<file path="src/rtl/sertx_pkg.sv">
package sertx_pkg;

    localparam int FRAME_W = 12;
    localparam int FCNT_W  = 4;

    typedef enum logic [1:0] {
        ST_IDLE  = 2'd0,
        ST_SHIFT = 2'd1,
        ST_BRK   = 2'd2,
        ST_GUARD = 2'd3
    } tx_state_e;

    typedef struct packed {
        logic [1:0] len_code;
        logic [1:0] par_mode;
        logic       par_val;
        logic       two_stop;
    } frame_cfg_t;

    function automatic logic calc_parity(input logic [7:0] d, input frame_cfg_t c);
        logic [7:0] mask;
        logic [7:0] md;
        mask = 8'hFF >> (2'd3 - c.len_code);
        md   = d & mask;
        case (c.par_mode)
            2'd1:    return ^md;
            2'd2:    return ~^md;
            default: return c.par_val;
        endcase
    endfunction

    function automatic logic [FRAME_W-1:0] build_frame(input logic [7:0] d, input frame_cfg_t c);
        logic [7:0]         mask;
        logic [FRAME_W-1:0] tail;
        logic [FCNT_W-1:0]  sh;
        mask = 8'hFF >> (2'd3 - c.len_code);
        sh   = FCNT_W'(6) + FCNT_W'(c.len_code);
        if (c.par_mode != 2'd0)
            tail = {{(FRAME_W-1){1'b1}}, calc_parity(d, c)};
        else
            tail = {FRAME_W{1'b1}};
        return (tail << sh) | {3'b000, d & mask, 1'b0};
    endfunction

    function automatic logic [FCNT_W-1:0] frame_bits(input frame_cfg_t c);
        return FCNT_W'(7) + FCNT_W'(c.len_code)
             + FCNT_W'(c.par_mode != 2'd0) + FCNT_W'(c.two_stop);
    endfunction

endpackage

</file>
<file path="src/rtl/sertx_fifo.sv">
module sertx_fifo #(
    parameter int DEPTH = 256,
    parameter int W     = 8
) (
    input  logic                       clk,
    input  logic                       flush,
    input  logic                       wr,
    input  logic [W-1:0]               wdata,
    input  logic                       rd,
    output logic [W-1:0]               rdata,
    output logic [$clog2(DEPTH):0]     count
);
    localparam int AW    = $clog2(DEPTH);
    localparam int CNT_W = AW + 1;

    logic [W-1:0]  mem [DEPTH];
    logic [AW-1:0] wptr, rptr;

    assign rdata = mem[rptr];

    always_ff @(posedge clk) begin
        if (wr) mem[wptr] <= wdata;
    end

    always_ff @(posedge clk) begin
        if (flush) begin
            wptr  <= '0;
            rptr  <= '0;
            count <= '0;
        end else begin
            if (wr) wptr <= wptr + AW'(1);
            if (rd) rptr <= rptr + AW'(1);
            count <= count + CNT_W'(wr) - CNT_W'(rd);
        end
    end
endmodule

</file>
<file path="src/rtl/sertx_ctrl.sv">
module sertx_ctrl #(
    parameter int DEPTH = 256,
    parameter int CNT_W = 9
) (
    input  logic             clk,
    input  logic             rst,
    input  logic             cmd_reset,
    input  logic             cmd_enable,
    input  logic             cmd_disable,
    input  logic             wr_en,
    input  logic [CNT_W-1:0] count,
    input  logic             ser_quiet,
    output logic             flush,
    output logic             accept,
    output logic             tx_ready,
    output logic             tx_idle
);
    logic en_q;
    logic full;

    assign flush    = rst | cmd_reset;
    assign full     = (count == CNT_W'(DEPTH));
    assign accept   = wr_en & en_q & ~full;
    assign tx_ready = en_q & ~full;
    assign tx_idle  = en_q & (count == '0) & ser_quiet;

    always_ff @(posedge clk) begin
        if (flush)            en_q <= 1'b0;
        else if (cmd_disable) en_q <= 1'b0;
        else if (cmd_enable)  en_q <= 1'b1;
    end
endmodule

</file>
<file path="src/rtl/sertx_shifter.sv">
module sertx_shifter
    import sertx_pkg::*;
#(
    parameter int OVERSAMPLE = 16
) (
    input  logic               clk,
    input  logic               clr,
    input  logic               ce,
    input  logic               one_x,
    input  logic               brk_on,
    input  logic               brk_off,
    input  logic               have_data,
    input  logic [FRAME_W-1:0] frame_in,
    input  logic [FCNT_W-1:0]  nbits_in,
    output logic               pop,
    output logic               txd,
    output logic               quiet
);
    localparam int SUB_W = $clog2(OVERSAMPLE);

    tx_state_e          state;
    logic [SUB_W-1:0]   sub;
    logic [FCNT_W-1:0]  left;
    logic [FRAME_W-1:0] shreg;
    logic               sub_last;
    logic               bit_end;

    assign sub_last = one_x | (sub == SUB_W'(OVERSAMPLE - 1));
    assign bit_end  = ce & sub_last;

    always_comb begin
        pop = 1'b0;
        if (!brk_on && have_data) begin
            if (state == ST_IDLE && ce)
                pop = 1'b1;
            else if (state == ST_SHIFT && bit_end && left == FCNT_W'(1))
                pop = 1'b1;
        end
    end

    assign txd   = (state == ST_SHIFT) ? shreg[0] : (state != ST_BRK);
    assign quiet = (state == ST_IDLE);

    always_ff @(posedge clk) begin
        if (clr) begin
            state <= ST_IDLE;
            sub   <= '0;
            left  <= '0;
            shreg <= '1;
        end else if (brk_on) begin
            state <= ST_BRK;
            sub   <= '0;
        end else begin
            unique case (state)
                ST_IDLE: begin
                    if (pop) begin
                        shreg <= frame_in;
                        left  <= nbits_in;
                        sub   <= '0;
                        state <= ST_SHIFT;
                    end
                end
                ST_SHIFT: begin
                    if (ce) begin
                        if (sub_last) begin
                            sub <= '0;
                            if (left == FCNT_W'(1)) begin
                                if (pop) begin
                                    shreg <= frame_in;
                                    left  <= nbits_in;
                                end else begin
                                    state <= ST_IDLE;
                                end
                            end else begin
                                shreg <= {1'b1, shreg[FRAME_W-1:1]};
                                left  <= left - FCNT_W'(1);
                            end
                        end else begin
                            sub <= sub + SUB_W'(1);
                        end
                    end
                end
                ST_BRK: begin
                    if (brk_off) begin
                        state <= ST_GUARD;
                        sub   <= '0;
                    end
                end
                ST_GUARD: begin
                    if (ce) begin
                        if (sub_last) begin
                            sub   <= '0;
                            state <= ST_IDLE;
                        end else begin
                            sub <= sub + SUB_W'(1);
                        end
                    end
                end
                default: state <= ST_IDLE;
            endcase
        end
    end
endmodule

</file>
<file path="src/rtl/sertx_channel.sv">
module sertx_channel
    import sertx_pkg::*;
#(
    parameter int DEPTH      = 256,
    parameter int OVERSAMPLE = 16
) (
    input  logic       clk,
    input  logic       rst,
    input  logic       tick16,
    input  logic       ext_1x_sel,
    input  logic       ext_tick,
    input  logic       cmd_enable,
    input  logic       cmd_disable,
    input  logic       cmd_reset,
    input  logic       cmd_brk_on,
    input  logic       cmd_brk_off,
    input  logic       wr_en,
    input  logic [7:0] wr_data,
    input  logic [1:0] char_len,
    input  logic [1:0] par_mode,
    input  logic       par_force_val,
    input  logic       two_stop,
    output logic       txd,
    output logic       tx_ready,
    output logic       tx_idle
);
    localparam int CNT_W = $clog2(DEPTH) + 1;

    frame_cfg_t         cfg;
    logic               flush, accept, pop, ser_quiet, ce;
    logic [7:0]         head;
    logic [CNT_W-1:0]   fifo_cnt;
    logic [FRAME_W-1:0] frame;
    logic [FCNT_W-1:0]  nbits;

    assign cfg   = '{len_code: char_len, par_mode: par_mode,
                     par_val: par_force_val, two_stop: two_stop};
    assign ce    = ext_1x_sel ? ext_tick : tick16;
    assign frame = build_frame(head, cfg);
    assign nbits = frame_bits(cfg);

    sertx_ctrl #(.DEPTH(DEPTH), .CNT_W(CNT_W)) u_ctrl (
        .clk        (clk),
        .rst        (rst),
        .cmd_reset  (cmd_reset),
        .cmd_enable (cmd_enable),
        .cmd_disable(cmd_disable),
        .wr_en      (wr_en),
        .count      (fifo_cnt),
        .ser_quiet  (ser_quiet),
        .flush      (flush),
        .accept     (accept),
        .tx_ready   (tx_ready),
        .tx_idle    (tx_idle)
    );

    sertx_fifo #(.DEPTH(DEPTH), .W(8)) u_fifo (
        .clk  (clk),
        .flush(flush),
        .wr   (accept),
        .wdata(wr_data),
        .rd   (pop),
        .rdata(head),
        .count(fifo_cnt)
    );

    sertx_shifter #(.OVERSAMPLE(OVERSAMPLE)) u_ser (
        .clk      (clk),
        .clr      (flush),
        .ce       (ce),
        .one_x    (ext_1x_sel),
        .brk_on   (cmd_brk_on),
        .brk_off  (cmd_brk_off),
        .have_data(fifo_cnt != '0),
        .frame_in (frame),
        .nbits_in (nbits),
        .pop      (pop),
        .txd      (txd),
        .quiet    (ser_quiet)
    );
endmodule

</file>
<file path="config.mk">
export PLATFORM = sky130hd
export DESIGN_NAME = sertx_channel
export DESIGN_NICKNAME = d
export VERILOG_FILES = /design/src/rtl/sertx_pkg.sv /design/src/rtl/sertx_fifo.sv /design/src/rtl/sertx_ctrl.sv /design/src/rtl/sertx_shifter.sv /design/src/rtl/sertx_channel.sv
export SDC_FILE = /design/constraint.sdc
export NUM_CORES = 2
export LEC_CHECK = 0
export BUFFER_PORTS_ARGS = -buffer_cell sky130_fd_sc_hd__buf_4
export CORE_MARGIN = 4
export CORE_UTILIZATION = 30
export CTS_BUF_LIST = sky130_fd_sc_hd__clkbuf_16
export DETAILED_ROUTE_END_ITERATION = 8
export GPL_TIMING_DRIVEN = 0
export HOLD_SLACK_MARGIN = 0.03
export PLACE_DENSITY = 0.53
export REMOVE_ABC_BUFFERS = 1
export SLEW_MARGIN = 20
export SYNTH_ARGS = -nofsm -noshare
export SYNTH_HDL_FRONTEND = slang
export SYNTH_SLANG_ARGS = --single-unit
</file>
<file path="constraint.sdc">
create_clock -name clk -period 5.4 [get_ports clk]
set_clock_uncertainty 0.15 [all_clocks]
set_input_delay 0.54 -clock clk [delete_from_list [all_inputs] [get_ports clk]]
set_output_delay 0.54 -clock clk [all_outputs]
set_load 0.03 [all_outputs]
</file>
==> flow_metrics.env <==
export IMPL_drt_antenna_violating_nets=0
export IMPL_run_status="completed"
export IMPL_ys_ff_latch=2104
export IMPL_die_h_um=531
export IMPL_tightest_slew_ps=1030
export IMPL_coreArea_sq_um=271000
export IMPL_dpl_cell_count=7383
export IMPL_r2r_setup_slack_ps=160
export IMPL_worstHoldStart="ext_1x_sel"
export IMPL_initial_utilization_pct=30.2
export IMPL_slew_viol_final=0
export IMPL_critPathTopFamily="compound AO/OA/AOI/OAI gates"
export IMPL_grt_max_degree=127
export IMPL_synth_cell_area_sq_um=81900
export IMPL_synth_cells=3935
export IMPL_drt_wl_total_mm=215
export IMPL_synth_top_cell_area_share_pct=75.0
export IMPL_cp_end_kind="register"
export IMPL_crit_fanout=23
export IMPL_tritoncts="built"
export IMPL_ys_types=69
export IMPL_grt_ovfl_total=0
export IMPL_routabilityCongestion=0.764
export IMPL_synth_edf_count=2048
export IMPL_area_delta_synth_final_pct=15.6
export IMPL_vias=40000
export IMPL_nets=4108
export IMPL_synth_top_area_cell="edfxtp_1"
export IMPL_clock_latency_ps=850
export IMPL_hold_violations=0
export IMPL_cts_made_buffers=210
export IMPL_fp_dieW_um=531
export IMPL_hpwlAfterDp_mm=128
export IMPL_finalCriticalPeriod_ps=5240
export IMPL_clockPowerShare_pct=41.1
export IMPL_crit_top_cell="buf_12"
export IMPL_critical_path_class="register to register"
export IMPL_p_leak_nw=28.0
export IMPL_track_usage_pct=14.9
export IMPL_wl_per_cell_um=27.5
export IMPL_yosysWarnings=0
export IMPL_switching_share_pct=21.7
export IMPL_synthTopCellsByArea="edfxtp_1 75%, mux4_2 14%, a22oi_1 1.6%, nor2_1 1.5%, dfxtp_1 1.4%"
export IMPL_row_count=191
export IMPL_numPortBuffers=27
export IMPL_required_ps=5970
export IMPL_p_sw_mw=7.31
export IMPL_start_kind="register"
export IMPL_yosysSeqAreaShare_pct=76.4
export IMPL_hold_ws_ps=187
export IMPL_holdCritPathClass="input pin to register"
export IMPL_critical_path_buf_inv_count=4
export IMPL_intPower_mw=26.3
export IMPL_fin_crit_sh_pct=97.0
export IMPL_clk_root_buffer_cell="clkbuf_16"
export IMPL_critPathSlowestCell="mux4_2"
export IMPL_grt_pass1_wl_mm=303
export IMPL_slew_headroom_pct=31.0
export IMPL_cts_max_level=4
export IMPL_power_share_combinational_pct=5.6
export IMPL_ir_drop_v=0.000337
export IMPL_setup_viol=0
export IMPL_drt_iter0_drc=4203
export IMPL_total_power_mw=33.6
export IMPL_async_flop_share_pct=0
export IMPL_cts_sinks=2104
export IMPL_first_global_vias=40300
export IMPL_antenna_found_initial=9
export IMPL_p_seq_share_pct=53.3
export IMPL_viasPerCell=5.13
export IMPL_cts_buffer_depth=3
export IMPL_power_density_nw_per_um2=355
export IMPL_cp_arrival_ps=5810
export IMPL_clkSlewWorstSetupHoldPaths_ps=60
export IMPL_drv_cap=0
export IMPL_drc=0
export IMPL_max_freq_ghz=0.191
export IMPL_synth_ff_type="edfxtp_1"
export IMPL_drive_gt1_share_pct=23.2
export IMPL_dieArea_sq_um=282000
export IMPL_first_pass_iters=5
export IMPL_worstPathCellList="buf_4, buf_12, buf_12, buf_12, mux4_2, a22oi_1, a21oi_1, nor4_4, nor2_1, nor3_2, xnor2_1, xnor2_2, xnor3_1, mux2i_1, a31oi_1, a2111oi_2, o21ai_1"
export IMPL_avgSynthCellArea_sq_um=20.8
export IMPL_final_cells=7800
export IMPL_max_stage_delay_ps=550
export IMPL_io_pins=28
[layout make-up]
| cell class | instances | area [sq um] |
|---|---|---|
| tap | 3570 | 4470 |
| inverter | 27 | 101 |
| sequential | 2104 | 62600 |
| clock inverter | 174 | 1240 |
| clock buffer | 211 | 5280 |
| fill | 25000 | 177000 |
| timing repair buffer | 138 | 2770 |
| antenna | 2 | 5.00 |
| multi-input combinational | 1574 | 18200 |
[metal layers]
layer | part of all wire, % | vias up | global-route usage [%]
met5 | 0 | - | 0
met4 | 2.5 | 0 | 3.90
met3 | 7.2 | 317 | 3.21
met2 | 47 | 1419 | 23.1
met1 | 44 | 21600 | 21.4
li1 | - | 16600 | -
[kinds of logic (layout without fill, tap and decap cells)]
kind of cell | Yosys count | after routing | share of synthesized area [%]
AOI/OAI and AO/OA | 392 | 392 | 3.28
xor gates and xnor gates | 32 | 32 | 0.368
adders and majority gates | 28 | 28 | 0.446
buffers and inverters | 257 | 550 | 1.82
DFF | 2104 | 2104 | 76.4
muxes | 592 | 592 | 14.8
other | 0 | 2 | 0
and+or+nand+nor | 530 | 530 | 2.82
[power by group through the flow]
stage / Clock (mW) / Sequential [mW] / Combinational (mW)
6_report: 13.8 / 17.9 / 1.87
5_1_grt: 14.8 / 17.9 / 2.02
4_1_cts: 14.1 / 17.9 / 1.88
3_5_place_dp: 0 / 18.3 / 1.81
3_3_place_gp: 0 / 18.6 / 2.19
2_1_floorplan: 0 / 18.5 / 1.58
[through the flow]
stage,util (%),TNS (ps),setup WS (ps),instance area (sq um)
after floorplan,-,-143840,-17220,80600
after global placement,31.4,-278800,-36240,85200
after detailed placement,32.3,-3160,-897,87500
after CTS,34.8,0,42.6,94500
after global routing,34.9,-91.0,-70.6,94700
final,34.9,0,161,94700
[synth_stat cells (7+ instances only)]
library cell / count
edfxtp_1: 2048
mux4_2: 498
nor2_1: 335
a22oi_1: 172
a21oi_1: 106
clkbuf_1: 101
mux2i_1: 87
nand2_1: 65
dfxtp_1: 56
buf_2: 45
buf_6: 38
buf_4: 31
o22ai_1: 29
ha_1: 26
inv_1: 26
nor4_1: 24
nor2b_1: 22
nor3_1: 20
nand3_1: 16
xor2_1: 16
xnor2_1: 14
a211oi_1: 13
nand2b_1: 13
buf_1: 8
a211o_1: 7
a221oi_1: 7
a31oi_1: 7
mux2_2: 7
o21ai_0: 7
o221ai_1: 7
[placed cells by master, fill, tap and decap left out, types with 11 or more instances in the layout]
cell type / instances
nor2_1: 332
clkinv_1: 46
buf_16: 64
a211oi_1: 13
inv_1: 99
xor2_1: 16
nand3_1: 16
ha_1: 26
mux2i_1: 87
nand2_1: 47
edfxtp_1: 2048
a22oi_1: 163
buf_12: 17
o22ai_1: 29
nor3_1: 19
nor4_2: 12
buf_4: 23
a22oi_2: 11
a21oi_1: 97
dfxtp_1: 49
clkinv_2: 29
mux4_2: 498
clkbuf_16: 215
dlygate4sd3_1: 18
nor2b_1: 18
xnor2_1: 14
[state kept, by name, indices dropped and copies added (netlist names), named ones only]
name / cells
u_ctrl.en_q: 1
u_fifo.count: 9
u_fifo.mem: 2048
u_fifo.rptr: 8
u_fifo.wptr: 8
u_ser.left: 4
u_ser.shreg: 12
u_ser.state: 2
u_ser.sub: 4
[final timing paths]
kind	end	depth (start not counted)
setup / recovery	u_ser.shreg[6]$_SDFFE_PP1P_	17
hold / removal	u_ser.sub[0]$_SDFFE_PP0P_	5
setup reg to reg	u_ser.shreg[6]$_SDFFE_PP1P_	17
hold reg to reg	u_ser.shreg[11]$_SDFFE_PP1P_	1
[what timing repair did]
action	4_1_cts	5_1_grt
setup buffers	6	0
endpoints found under the setup margin	4	4
pin swaps	0	3
gates resized for setup	22	25
hold endpoints to repair	274	0
cloned	2	4
hold buffers	18	0
[tightest hold or removal path, stage by stage]
cell and delay [ps]:
buf_4 90, a31oi_1 150, nand2_1 120, a211o_1 180
nor2_1 60
(Power assumes the default switching activity.)
